`src/rtl/asr_pkg.sv`:
```
package asr_pkg;
  localparam int SMP_W = 32;

  typedef enum logic [1:0] {
    FMT_I2S = 2'd0,
    FMT_LJ  = 2'd1,
    FMT_RJ  = 2'd2,
    FMT_TDM = 2'd3
  } fmt_e;

  function automatic logic [5:0] word_bits(input logic [1:0] code);
    case (code)
      2'd0:    return 6'd16;
      2'd1:    return 6'd20;
      2'd2:    return 6'd24;
      default: return 6'd32;
    endcase
  endfunction

  function automatic logic [3:0] slot_count(input logic [1:0] code);
    case (code)
      2'd0:    return 4'd4;
      2'd1:    return 4'd6;
      default: return 4'd8;
    endcase
  endfunction

  function automatic logic [SMP_W-1:0] widen(input logic [SMP_W-1:0] raw, input logic [1:0] code);
    case (code)
      2'd0:    return {{16{raw[15]}}, raw[15:0]};
      2'd1:    return {{12{raw[19]}}, raw[19:0]};
      2'd2:    return {{8{raw[23]}}, raw[23:0]};
      default: return raw;
    endcase
  endfunction
endpackage

```
`src/rtl/asr_front.sv`:
```
module asr_front #(
  parameter int STAGES = 2
) (
  input  logic clk,
  input  logic rst_n,
  input  logic bclk,
  input  logic lrclk,
  input  logic sdata,
  output logic bit_stb,
  output logic bit_lr,
  output logic bit_sd
);
  localparam int LAST = STAGES - 1;

  logic [STAGES-1:0] b_q, l_q, d_q;
  logic              b_last;

  // synchronizer chains, equal depth so the three lines stay aligned
  always_ff @(posedge clk or negedge rst_n) begin
    if (!rst_n) begin
      b_q    <= '0;
      l_q    <= '0;
      d_q    <= '0;
      b_last <= 1'b0;
    end else begin
      for (int i = STAGES - 1; i > 0; i--) begin
        b_q[i] <= b_q[i-1];
        l_q[i] <= l_q[i-1];
        d_q[i] <= d_q[i-1];
      end
      b_q[0] <= bclk;
      l_q[0] <= lrclk;
      d_q[0] <= sdata;
      b_last <= b_q[LAST];
    end
  end

  assign bit_stb = b_q[LAST] & ~b_last;
  assign bit_lr  = l_q[LAST];
  assign bit_sd  = d_q[LAST];

  // a synchronized rising edge is a single-cycle event
  assert_single_strobe_R10: assert property (@(posedge clk) disable iff (!rst_n)
    bit_stb |=> !bit_stb);
endmodule

```
`src/rtl/asr_deser.sv`:
```
module asr_deser
  import asr_pkg::*;
#(
  parameter int CNT_W  = 6,
  parameter int SLOT_W = 4,
  parameter int CH_W   = 3
) (
  input  logic             clk,
  input  logic             rst_n,
  input  logic             enable,
  input  logic [1:0]       fmt_sel,
  input  logic [1:0]       wlen_sel,
  input  logic [1:0]       tdm_sel,
  input  logic             bit_stb,
  input  logic             bit_lr,
  input  logic             bit_sd,
  output logic             smp_valid,
  output logic [SMP_W-1:0] smp_data,
  output logic [CH_W-1:0]  smp_ch,
  output logic             frame_err
);
  localparam logic [CNT_W-1:0] CNT_MAX  = '1;
  localparam logic [CNT_W-1:0] SLOT_END = CNT_W'(31);

  fmt_e              fmt;
  logic [CNT_W-1:0]  wlen, need, bitcnt;
  logic [SLOT_W-1:0] nslots, slot;
  logic [SMP_W-1:0]  shreg, shreg_nx;
  logic              primed, locked, lr_prev;
  logic              is_tdm, frm_edge, short_frame, word_done;
  logic [CH_W-1:0]   ch_now;

  always_comb begin
    fmt      = fmt_e'(fmt_sel);
    wlen     = CNT_W'(word_bits(wlen_sel));
    nslots   = SLOT_W'(slot_count(tdm_sel));
    is_tdm   = (fmt == FMT_TDM);
    need     = (fmt == FMT_I2S) ? wlen + CNT_W'(1) : wlen;
    shreg_nx = {shreg[SMP_W-2:0], bit_sd};
    frm_edge = primed && (is_tdm ? (bit_lr & ~lr_prev) : (bit_lr ^ lr_prev));
    short_frame = locked && (is_tdm ? (slot < nslots) : (bitcnt < need));
    case (fmt)
      FMT_LJ:  word_done = (bitcnt == wlen - CNT_W'(1));
      FMT_I2S: word_done = (bitcnt == wlen);
      FMT_TDM: word_done = (slot < nslots) && (bitcnt == wlen - CNT_W'(1));
      default: word_done = 1'b0;
    endcase
    case (fmt)
      FMT_LJ:  ch_now = bit_lr ? CH_W'(0) : CH_W'(1);
      FMT_I2S: ch_now = bit_lr ? CH_W'(1) : CH_W'(0);
      default: ch_now = CH_W'(slot);
    endcase
  end

  always_ff @(posedge clk or negedge rst_n) begin
    if (!rst_n) begin
      primed    <= 1'b0;
      locked    <= 1'b0;
      lr_prev   <= 1'b0;
      bitcnt    <= '0;
      slot      <= '0;
      shreg     <= '0;
      smp_valid <= 1'b0;
      smp_data  <= '0;
      smp_ch    <= '0;
      frame_err <= 1'b0;
    end else begin
      smp_valid <= 1'b0;
      if (!enable) begin
        primed    <= 1'b0;
        locked    <= 1'b0;
        frame_err <= 1'b0;
      end else if (bit_stb) begin
        lr_prev <= bit_lr;
        if (!primed) begin
          primed <= 1'b1;
        end else begin
          shreg <= shreg_nx;
          if (frm_edge) begin
            locked <= 1'b1;
            bitcnt <= CNT_W'(1);
            slot   <= '0;
            if (short_frame) frame_err <= 1'b1;
            if (locked && !short_frame && fmt == FMT_RJ) begin
              smp_valid <= 1'b1;
              smp_data  <= widen(shreg, wlen_sel);
              smp_ch    <= lr_prev ? CH_W'(0) : CH_W'(1);
            end
          end else if (locked) begin
            if (is_tdm && bitcnt == SLOT_END) begin
              bitcnt <= '0;
              if (slot < nslots) slot <= slot + SLOT_W'(1);
            end else if (bitcnt != CNT_MAX) begin
              bitcnt <= bitcnt + CNT_W'(1);
            end
            if (word_done) begin
              smp_valid <= 1'b1;
              smp_data  <= widen(shreg_nx, wlen_sel);
              smp_ch    <= ch_now;
            end
          end
        end
      end
    end
  end

  // channel numbers stay inside the configured frame
  assert_chan_range_R4: assert property (@(posedge clk) disable iff (!rst_n)
    smp_valid |-> (int'(smp_ch) < (is_tdm ? int'(nslots) : 2)));

  // the error flag only clears through enable
  assert_err_sticky_R7: assert property (@(posedge clk) disable iff (!rst_n)
    (frame_err && enable) |=> frame_err);

  // no word leaves before a frame edge has locked the counter
  assert_no_word_unlocked_R6: assert property (@(posedge clk) disable iff (!rst_n)
    (enable && !primed) |=> !smp_valid);
endmodule

```
`src/rtl/asr_ostage.sv`:
```
module asr_ostage
  import asr_pkg::*;
#(
  parameter int CH_W = 3
) (
  input  logic             clk,
  input  logic             rst_n,
  input  logic             enable,
  input  logic             in_valid,
  input  logic [SMP_W-1:0] in_data,
  input  logic [CH_W-1:0]  in_ch,
  input  logic             out_ready,
  output logic             out_valid,
  output logic [SMP_W-1:0] out_data,
  output logic [CH_W-1:0]  out_chan,
  output logic             overrun
);
  always_ff @(posedge clk or negedge rst_n) begin
    if (!rst_n) begin
      out_valid <= 1'b0;
      out_data  <= '0;
      out_chan  <= '0;
      overrun   <= 1'b0;
    end else begin
      overrun <= 1'b0;
      if (!enable) begin
        out_valid <= 1'b0;
      end else if (in_valid && (!out_valid || out_ready)) begin
        out_valid <= 1'b1;
        out_data  <= in_data;
        out_chan  <= in_ch;
      end else if (in_valid) begin
        overrun <= 1'b1;
      end else if (out_ready) begin
        out_valid <= 1'b0;
      end
    end
  end

  // a stalled word is frozen until taken
  assert_stall_hold_R8: assert property (@(posedge clk) disable iff (!rst_n || !enable)
    (out_valid && !out_ready) |=> (out_valid && $stable(out_data) && $stable(out_chan)));
endmodule

```
`src/rtl/audio_serial_rx.sv`:
```
module audio_serial_rx
  import asr_pkg::*;
#(
  parameter int SYNC_STAGES = 2,
  parameter int CNT_W       = 6,
  parameter int SLOT_W      = 4,
  parameter int CH_W        = 3
) (
  input  logic             clk,
  input  logic             rst_n,
  input  logic             enable,
  input  logic [1:0]       fmt_sel,
  input  logic [1:0]       wlen_sel,
  input  logic [1:0]       tdm_sel,
  input  logic             bclk,
  input  logic             lrclk,
  input  logic             sdata,
  output logic [SMP_W-1:0] out_data,
  output logic [CH_W-1:0]  out_chan,
  output logic             out_valid,
  input  logic             out_ready,
  output logic             overrun,
  output logic             frame_err
);
  logic             stb, s_lr, s_sd, w_valid;
  logic [SMP_W-1:0] w_data;
  logic [CH_W-1:0]  w_ch;

  asr_front #(.STAGES(SYNC_STAGES)) u_front (
    .clk(clk), .rst_n(rst_n), .bclk(bclk), .lrclk(lrclk), .sdata(sdata),
    .bit_stb(stb), .bit_lr(s_lr), .bit_sd(s_sd)
  );

  asr_deser #(.CNT_W(CNT_W), .SLOT_W(SLOT_W), .CH_W(CH_W)) u_deser (
    .clk(clk), .rst_n(rst_n), .enable(enable),
    .fmt_sel(fmt_sel), .wlen_sel(wlen_sel), .tdm_sel(tdm_sel),
    .bit_stb(stb), .bit_lr(s_lr), .bit_sd(s_sd),
    .smp_valid(w_valid), .smp_data(w_data), .smp_ch(w_ch), .frame_err(frame_err)
  );

  asr_ostage #(.CH_W(CH_W)) u_out (
    .clk(clk), .rst_n(rst_n), .enable(enable),
    .in_valid(w_valid), .in_data(w_data), .in_ch(w_ch), .out_ready(out_ready),
    .out_valid(out_valid), .out_data(out_data), .out_chan(out_chan), .overrun(overrun)
  );

  // 16-bit words leave with their upper half copied from bit 15
  assert_sign_ext_R5: assert property (@(posedge clk) disable iff (!rst_n)
    (enable && out_valid && wlen_sel == 2'd0) |->
      (out_data[31:15] == 17'h0 || out_data[31:15] == 17'h1FFFF));

  // nothing is offered while disabled
  assert_idle_when_off_R9: assert property (@(posedge clk) disable iff (!rst_n)
    !enable |=> (!out_valid && !frame_err));
endmodule

```
`config.mk`:
```
export PLATFORM = sky130hd
export DESIGN_NAME = audio_serial_rx
export DESIGN_NICKNAME = d
export VERILOG_FILES = /design/src/rtl/asr_pkg.sv /design/src/rtl/asr_front.sv /design/src/rtl/asr_deser.sv /design/src/rtl/asr_ostage.sv /design/src/rtl/audio_serial_rx.sv
export SDC_FILE = /design/constraint.sdc
export NUM_CORES = 1
export LEC_CHECK = 0
export ABC_AREA = 1
export BUFFER_PORTS_ARGS = -buffer_cell sky130_fd_sc_hd__buf_2
export CORE_UTILIZATION = 40
export DETAILED_ROUTE_END_ITERATION = 10
export PLACE_DENSITY = 0.59
export SYNTH_ARGS = -nofsm -noshare
export SYNTH_HDL_FRONTEND = slang
export SYNTH_HIERARCHICAL = 1
export SYNTH_SLANG_ARGS = --single-unit
```
`constraint.sdc`:
```
create_clock -name clk -period 4.6 [get_ports clk]
set_clock_uncertainty 0.1 [all_clocks]
set_input_delay 0.92 -clock clk [delete_from_list [all_inputs] [get_ports clk]]
set_output_delay 0.92 -clock clk [all_outputs]
set_load 0.005 [all_outputs]
```
==> results.md, run 1 <==
- Synth unique cells: 28
- CTS tree: yes
- Placer Congestion: around 0.84
- First-pass GRT wire length: 21.5 mm
- Routed via count: 4787
- Die Y: between 100 and 150 um
- CTS Buffer Depth: 2
- # hold bufs at CTS: 0
- Post-Layout Inst Area: 7080 sq um
- Clk_lat worst skew: about 410 ps
- DR vias/cell: about 4.9
- Vias in the first global route: approximately 4.6k
- Share of cells above drive strength 1: 15.0%
- Pwr/cell area: 390 nW/um^2
- Placed cell areas: 6460 sq um
- Area grow syn2layout: 15.4%
- Gate count after technology mapping: 740
- Leak: 0.00393 uW
- Top cells by area, synth: dfrtp_1 51%, nand2_1 15%, nand3_1 7.6%
- Routed len/inst: about 13 um
- Final Max Slew Viols: 0
- Synthesized flop and latch total: approximately 130
- Syn avg cell area: just over 8 sq um
- Post-DP HPWL: 8.43 mm
- Final period utilization: 69.8%
- Post-CTS Resized: 0
- Multi-input logic area: between 2000 and 3000 sq um
- Total Neg Setup Slack: 0 ps
- Clock root buffer: clkbuf_16
- CP arrival: between 3000 and 4000 ps
- Slew of the pin with the lowest slew margin: approximately 630 ps
- Commonest cells after routing, fill and taps aside: 247 x nand2_1, 126 x dfrtp_1, 93 x nand3_1
- CORE AREA: ~15000 sq um
- Row count: 44
- Non-filler cells, final: 978
- Setup CP Type: in -> reg
- Number of remaining DRC errors: 0
- Post-Route WL: about 12 mm
- Worst Path Max Fanout: 35
- # IOs: just over 50
- Final worst slack: between 1000 and 1500 ps
- Fmax: roughly 310 MHz
- Max H-tree Level: 4
- Slew HR: between 50% and 60%
- Post-CTS setup buffer count: 0
- # clock sinks: between 100 and 150
- Crit end category: register
- Initial DRC Count: ~250
- FILL cells: ~1.4k
- Final Setup Violations: 0
- Max Cap Viol: 0
- Hold Vio Cnt, Final: 0
- CTS buffer count: 17
- Starting Density: a little over two fifths
- Post-synthesis sequential area ratio: around half
- Worst EP required: slightly below 5000 ps
- Most common cell after layout, fill and taps aside: nand2_1
- IO Port Bufs: 50
- Grt total ovfl: 0
- Leading area contributor after synthesis: dfrtp_1
- First drt pass iteration count: 5
- N_diodes: 0
- CP startpoint kind: primary input
- Setup WS pre-CTS: 980 ps
- Top cell type's share of synthesized area: roughly half
- Ys Warns: 6
- Minimum clock period: 3210 ps
- Largest net degree at the start of global routing: 80
- Worst Hold Class: reg -> reg
- Reg clk slew, reported paths: ~60 ps
- Mapped Nets: 771
- FF+latch area: about 3200 sq um
- Global Route Usage Sum: approximately 17%
- Die footprint: around 16000 sq um
- Chip Width: around 130 um
- Remaining antenna violation count after routing: 0
- Placed cells: about 950
- Initial antenna violation count: 0
- Mapped Area: approximately 6000 sq um
- Maximum VDD drop: around 0.00023 V
- NumNets Final: between 800 and 900
- Unrepaired setup endpoints after global routing: no
- Status: finished, final reports clean
-- critical path, cell delays in order --
cell and delay [ps]:
buf_2 130, ha_1 540, inv_1 230, ha_1 350, nand2_1 60, nor2_1 150
nand2_1 70, nand3_1 100, nand3_1 120, a21oi_4 180, buf_4 340, nand3_1 150
nand2_1 100
-- area by class of cell --
class / instances / share of cell area (%)
inverters: 67 / 3.62
clock buffers: 21 / 6.50
well taps: 184 / 3.25
repair buffers: 55 / 4.27
clock inverters: 11 / 2.31
flip-flops and latches: 126 / 44.5
multi-input cells: 514 / 35.5
-- stage by stage --
stage	hold slack (ps)	total power, uW	utilization [%]
floorplan	231	1320	-
global placement	233	1390	43.8
detailed placement	236	1390	43.8
CTS	248	2800	48.0
global route	254	2890	48.0
finish	245	2760	48.0
-- worst paths after layout --
check / from / to / slack [ps] / cells after the start
hold reg to reg: u_front/l_q[0] / u_front/l_q[1] / 240 / 0
setup reg to reg: u_front/l_q[1] / u_deser/smp_data[8] / 2160 / 9
setup / recovery: wlen_sel[0] / u_deser/smp_data[8] / 1390 / 13
max in group asynchronous: rst_n / u_out/out_data[7] / 3150 / 2
min in group asynchronous: rst_n / u_front/l_q[0] / 420 / 1
hold / removal: u_front/l_q[0] / u_front/l_q[1] / 240 / 0
-- sequential cells by signal, indices dropped and copies added (netlist names) --
signal / flops
u_deser/shreg: 32
u_deser/smp_data: 32
u_out/out_data: 32
u_deser/bitcnt: 6
u_deser/slot: 4
u_deser/smp_ch: 3
u_out/out_chan: 3
u_front/b_q: 2
u_front/d_q: 2
u_front/l_q: 2
u_deser/frame_err: 1
u_deser/locked: 1
u_deser/lr_prev: 1
u_deser/primed: 1
u_deser/smp_valid: 1
u_front/b_last: 1
u_out/out_valid: 1
u_out/overrun: 1
-- synth_stat cells (all sizes together) --
cell type	instances
nand2	262
o21ai	70
clkinv	1
clkbuf	11
a22oi	3
inv	66
nand3	95
ha	18
a21oi	13
mux2	11
xor2	2
dfrtp	126
nand4	5
nor3	3
or2	1
buf	22
nor2	31
-- power breakdown --
group	internal [uW]	switching [uW]
clock network	931	462
logic	60.7	136
registers	1140	28.6
total	2140	626
-- logic make-up after synthesis --
logic type	Yosys count	synth area share [%]
AO/OA/AOI/OAI	86	7.31
flip-flops	126	51.3
XOR/XNOR	2	0.285
multiplexers	11	2.02
AND/OR/NAND/NOR	397	27.7
buffers and inverters	100	7.66
adder cells (fa/ha/maj)	18	3.67
-- per-layer routing --
layer  GRT usage, %  wire length [um]  vias to the layer above
li1               -                 -                     2460
met1           23.7              6460                     2231
met2           25.3              5290                       88
met3           4.59               468                        8
met4           5.74               112                        0
met5              0                 0                        -
Power figures use the tool's default switching activity.
==> inputs of run 2 (changes only) <==
--- a/config.mk
+++ b/config.mk
@@ -9,7 +9,7 @@
 export BUFFER_PORTS_ARGS = -buffer_cell sky130_fd_sc_hd__buf_2
 export CORE_UTILIZATION = 40
 export DETAILED_ROUTE_END_ITERATION = 10
-export PLACE_DENSITY = 0.59
+export PLACE_DENSITY = 0.61
 export SYNTH_ARGS = -nofsm -noshare
 export SYNTH_HDL_FRONTEND = slang
 export SYNTH_HIERARCHICAL = 1
==> constraint.sdc (replaced) <==
create_clock -name clk -period 2.7 [get_ports clk]
set_clock_uncertainty 0.1 [all_clocks]
set_input_delay 0.54 -clock clk [delete_from_list [all_inputs] [get_ports clk]]
set_output_delay 0.54 -clock clk [all_outputs]
set_load 0.005 [all_outputs]
==> results.md, run 2 (same netlist as run 1, synthesis figures left out) <==
- Starting Density: 41.6% (unchanged)
- Grt total ovfl: 0 (unchanged)
- Total Neg Setup Slack: 0 ps (unchanged)
- Layout Utilization: 48.4% (was 48.0%)
- Maximum VDD drop: 0.000374 V (was 0.000229 V)
- NumNets Final: 820 (was 812)
- Number of remaining DRC errors: 0 (unchanged)
- Initial DRC Count: 363 (was 253)
- Slowest stage cell, crit path: ha_1 (unchanged)
- Final Setup Violations: 0 (unchanged)
- Remaining antenna violation count after routing: 0 (unchanged)
- Placer Congestion: 0.812 (was 0.840)
- Routed via count: 4814 (was 4787)
- DR vias/cell: 4.90 (was 4.89)
- Routed len/inst: 12.5 um (was 12.6 um)
- N_diodes: 0 (unchanged)
- Worst Hold Class: in -> reg (was reg -> reg)
- Most common cell after layout, fill and taps aside: nand2_1 (unchanged)
- CTS Buffer Depth: 2 (unchanged)
- Max H-tree Level: 4 (unchanged)
- CTS buffer count: 17 (unchanged)
- Clock root buffer: clkbuf_16 (unchanged)
- Die Y: 126 um (unchanged)
- # IOs: 51 (unchanged)
- Top Registers: u_deser/shreg: 32 flops, u_deser/smp_data: 32 flops, u_out/out_data: 32 flops (unchanged)
- Minimum clock period: 2280 ps
- Slew of the pin with the lowest slew margin: 578 ps (was 629 ps)
- Global Route Usage Sum: 17.2% (was 16.9%)
- CP max stage delay: 290 ps (was 540 ps)
- Die footprint: 15900 sq um (unchanged)
- Post-Route WL: 12.3 mm (about the same)
- Status: finished, final reports clean (unchanged)
- Leak: 0.00396 uW (was 0.00393 uW)
- Commonest cells after routing, fill and taps aside: 247 x nand2_1, 126 x dfrtp_1, 93 x nand3_1 (unchanged)
- Pwr/cell area: 645 nW/um^2 (was 390 nW/um^2)
- Post-CTS setup buffer count: 0 (unchanged)
- CORE AREA: 14800 sq um (unchanged)
- Hold Vio Cnt, Final: 0 (unchanged)
- Worst EP required: 2900 ps (was 4850 ps)
- Final period utilization: about 84%
- Crit end category: register (unchanged)
- Crit-path most repeated cell: nand2_1
- Slew HR: 61.4% (was 58.1%)
- First drt pass iteration count: 4 (was 5)
- Initial antenna violation count: 0 (unchanged)
- Vias in the first global route: 4624 (was 4576)
- CP startpoint kind: primary input (unchanged)
- Chip Width: 126 um (unchanged)
- Area grow syn2layout: 16.4% (was 15.4%)
- CP arrival: 2480 ps (was 3460 ps)
- CTS tree: yes (unchanged)
- Reg clk slew, reported paths: 50 ps (was 60 ps)
- Fmax: about 440 MHz
- FILL cells: 1404 (was 1433)
- Largest net degree at the start of global routing: 73 (was 80)
- Post-CTS Resized: 0 (unchanged)
- Setup CP Type: in -> reg (unchanged)
- First-pass GRT wire length: 21.9 mm (was 21.5 mm)
- IO Port Bufs: 50 (unchanged)
- Post-DP HPWL: 8.70 mm (was 8.43 mm)
- Worst Path Max Fanout: 36 (was 35)
- Unrepaired setup endpoints after global routing: no (unchanged)
- Max Cap Viol: 0 (unchanged)
- Share of cells above drive strength 1: 15.4% (was 15.0%)
- Final Max Slew Viols: 0 (unchanged)
- Worst-path cell chain: buf_2, ha_1, inv_1, ha_1, nand2_1, nor2_1, nand2_1, nand3_1, nand3_1, a21oi_4, nand2_4, nand2_1, nand2_1 (was buf_2, ha_1, inv_1, ha_1, nand2_1, nor2_1, nand2_1, nand3_1, nand3_1, a21oi_4, buf_4, nand3_1, nand2_1)
- Clk_lat worst skew: 410 ps (about the same)
- # clock sinks: 126 (unchanged)
- Row count: 44 (unchanged)
[run 2: changes by cell type in the layout (fill, tap and decap cells not counted), sizes merged]
| cell | previous run | this run |
|---|---|---|
| clkinv | 6 | 4 |
| clkbuf | 21 | 22 |
| clkinvlp | 2 | 1 |
| buf | 55 | 62 |
| dlygate4sd3 | 0 | 1 |
| bufinv | 4 | 3 |
[run 2: metrics by stage]
step / setup WS (ps) / std cells / total power (uW) / instance area [sq um] / hold WS [ps]
2_1_floorplan: 178 / 740 / 2240 / 6140 / 144
3_3_place_gp: 69.1 / 953 / 2370 / 6550 / 238
3_5_place_dp: 1.10 / 953 / 2380 / 6550 / 236
4_1_cts: 416 / 983 / 4670 / 7150 / 116
5_1_grt: 239 / 983 / 4830 / 7150 / 112
6_report: 421 / 983 / 4610 / 7150 / 131
[run 2: final cells by class]
cell class                      instances  area, sq um  share of cell area, %
Sequential cell                       126         3150                   44.1
Clock inverter                          7          113                   1.58
Timing Repair Buffer                   63          403                   5.64
Inverter                               67          256                   3.59
Clock buffer                           22          474                   6.64
Multi-Input combinational cell        514         2520                   35.2
Tap cell                              184          230                   3.22
[run 2: critical path: cells and delay by family]
family	cells	cell delay, ps
buf+inv	2	210
compound gates	1	250
fa+ha+maj	2	510
simple gates	8	960
[run 2: worst paths after layout]
| path | from | endpoint | slack, ps | depth (start not counted) |
|---|---|---|---|---|
| worst max-delay path | wlen_sel[0] | u_deser/smp_data[5] | 420 | 13 |
| worst min-delay path | lrclk | u_front/l_q[0] | 130 | 1 |
| worst max register to register | u_front/l_q[1] | u_deser/smp_data[5] | 440 | 9 |
| worst min register to register | u_front/d_q[0] | u_front/d_q[1] | 260 | 0 |
| max in group asynchronous | rst_n | u_out/out_data[4] | 1380 | 3 |
| min in group asynchronous | rst_n | u_deser/bitcnt[4] | 460 | 2 |
[run 2: where the power goes]
| group | switching, uW | internal [uW] |
|---|---|---|
| clock network | 755 | 1500 |
| logic | 238 | 116 |
| registers | 47.3 | 1950 |
[run 2: per-layer routing]
layer  global-route usage [%]  wire [um]  up-vias
met5                        0          0        -
met4                     6.59        217        0
met3                     4.38        470       21
met2                     25.7       5380       85
met1                     23.9       6220     2230
li1                         -          -     2478
[run 2: what timing repair did]
item	4_1_cts	5_1_grt
setup endpoints to repair	0	0
hold buffers	1	0
hold endpoints to repair	16	0
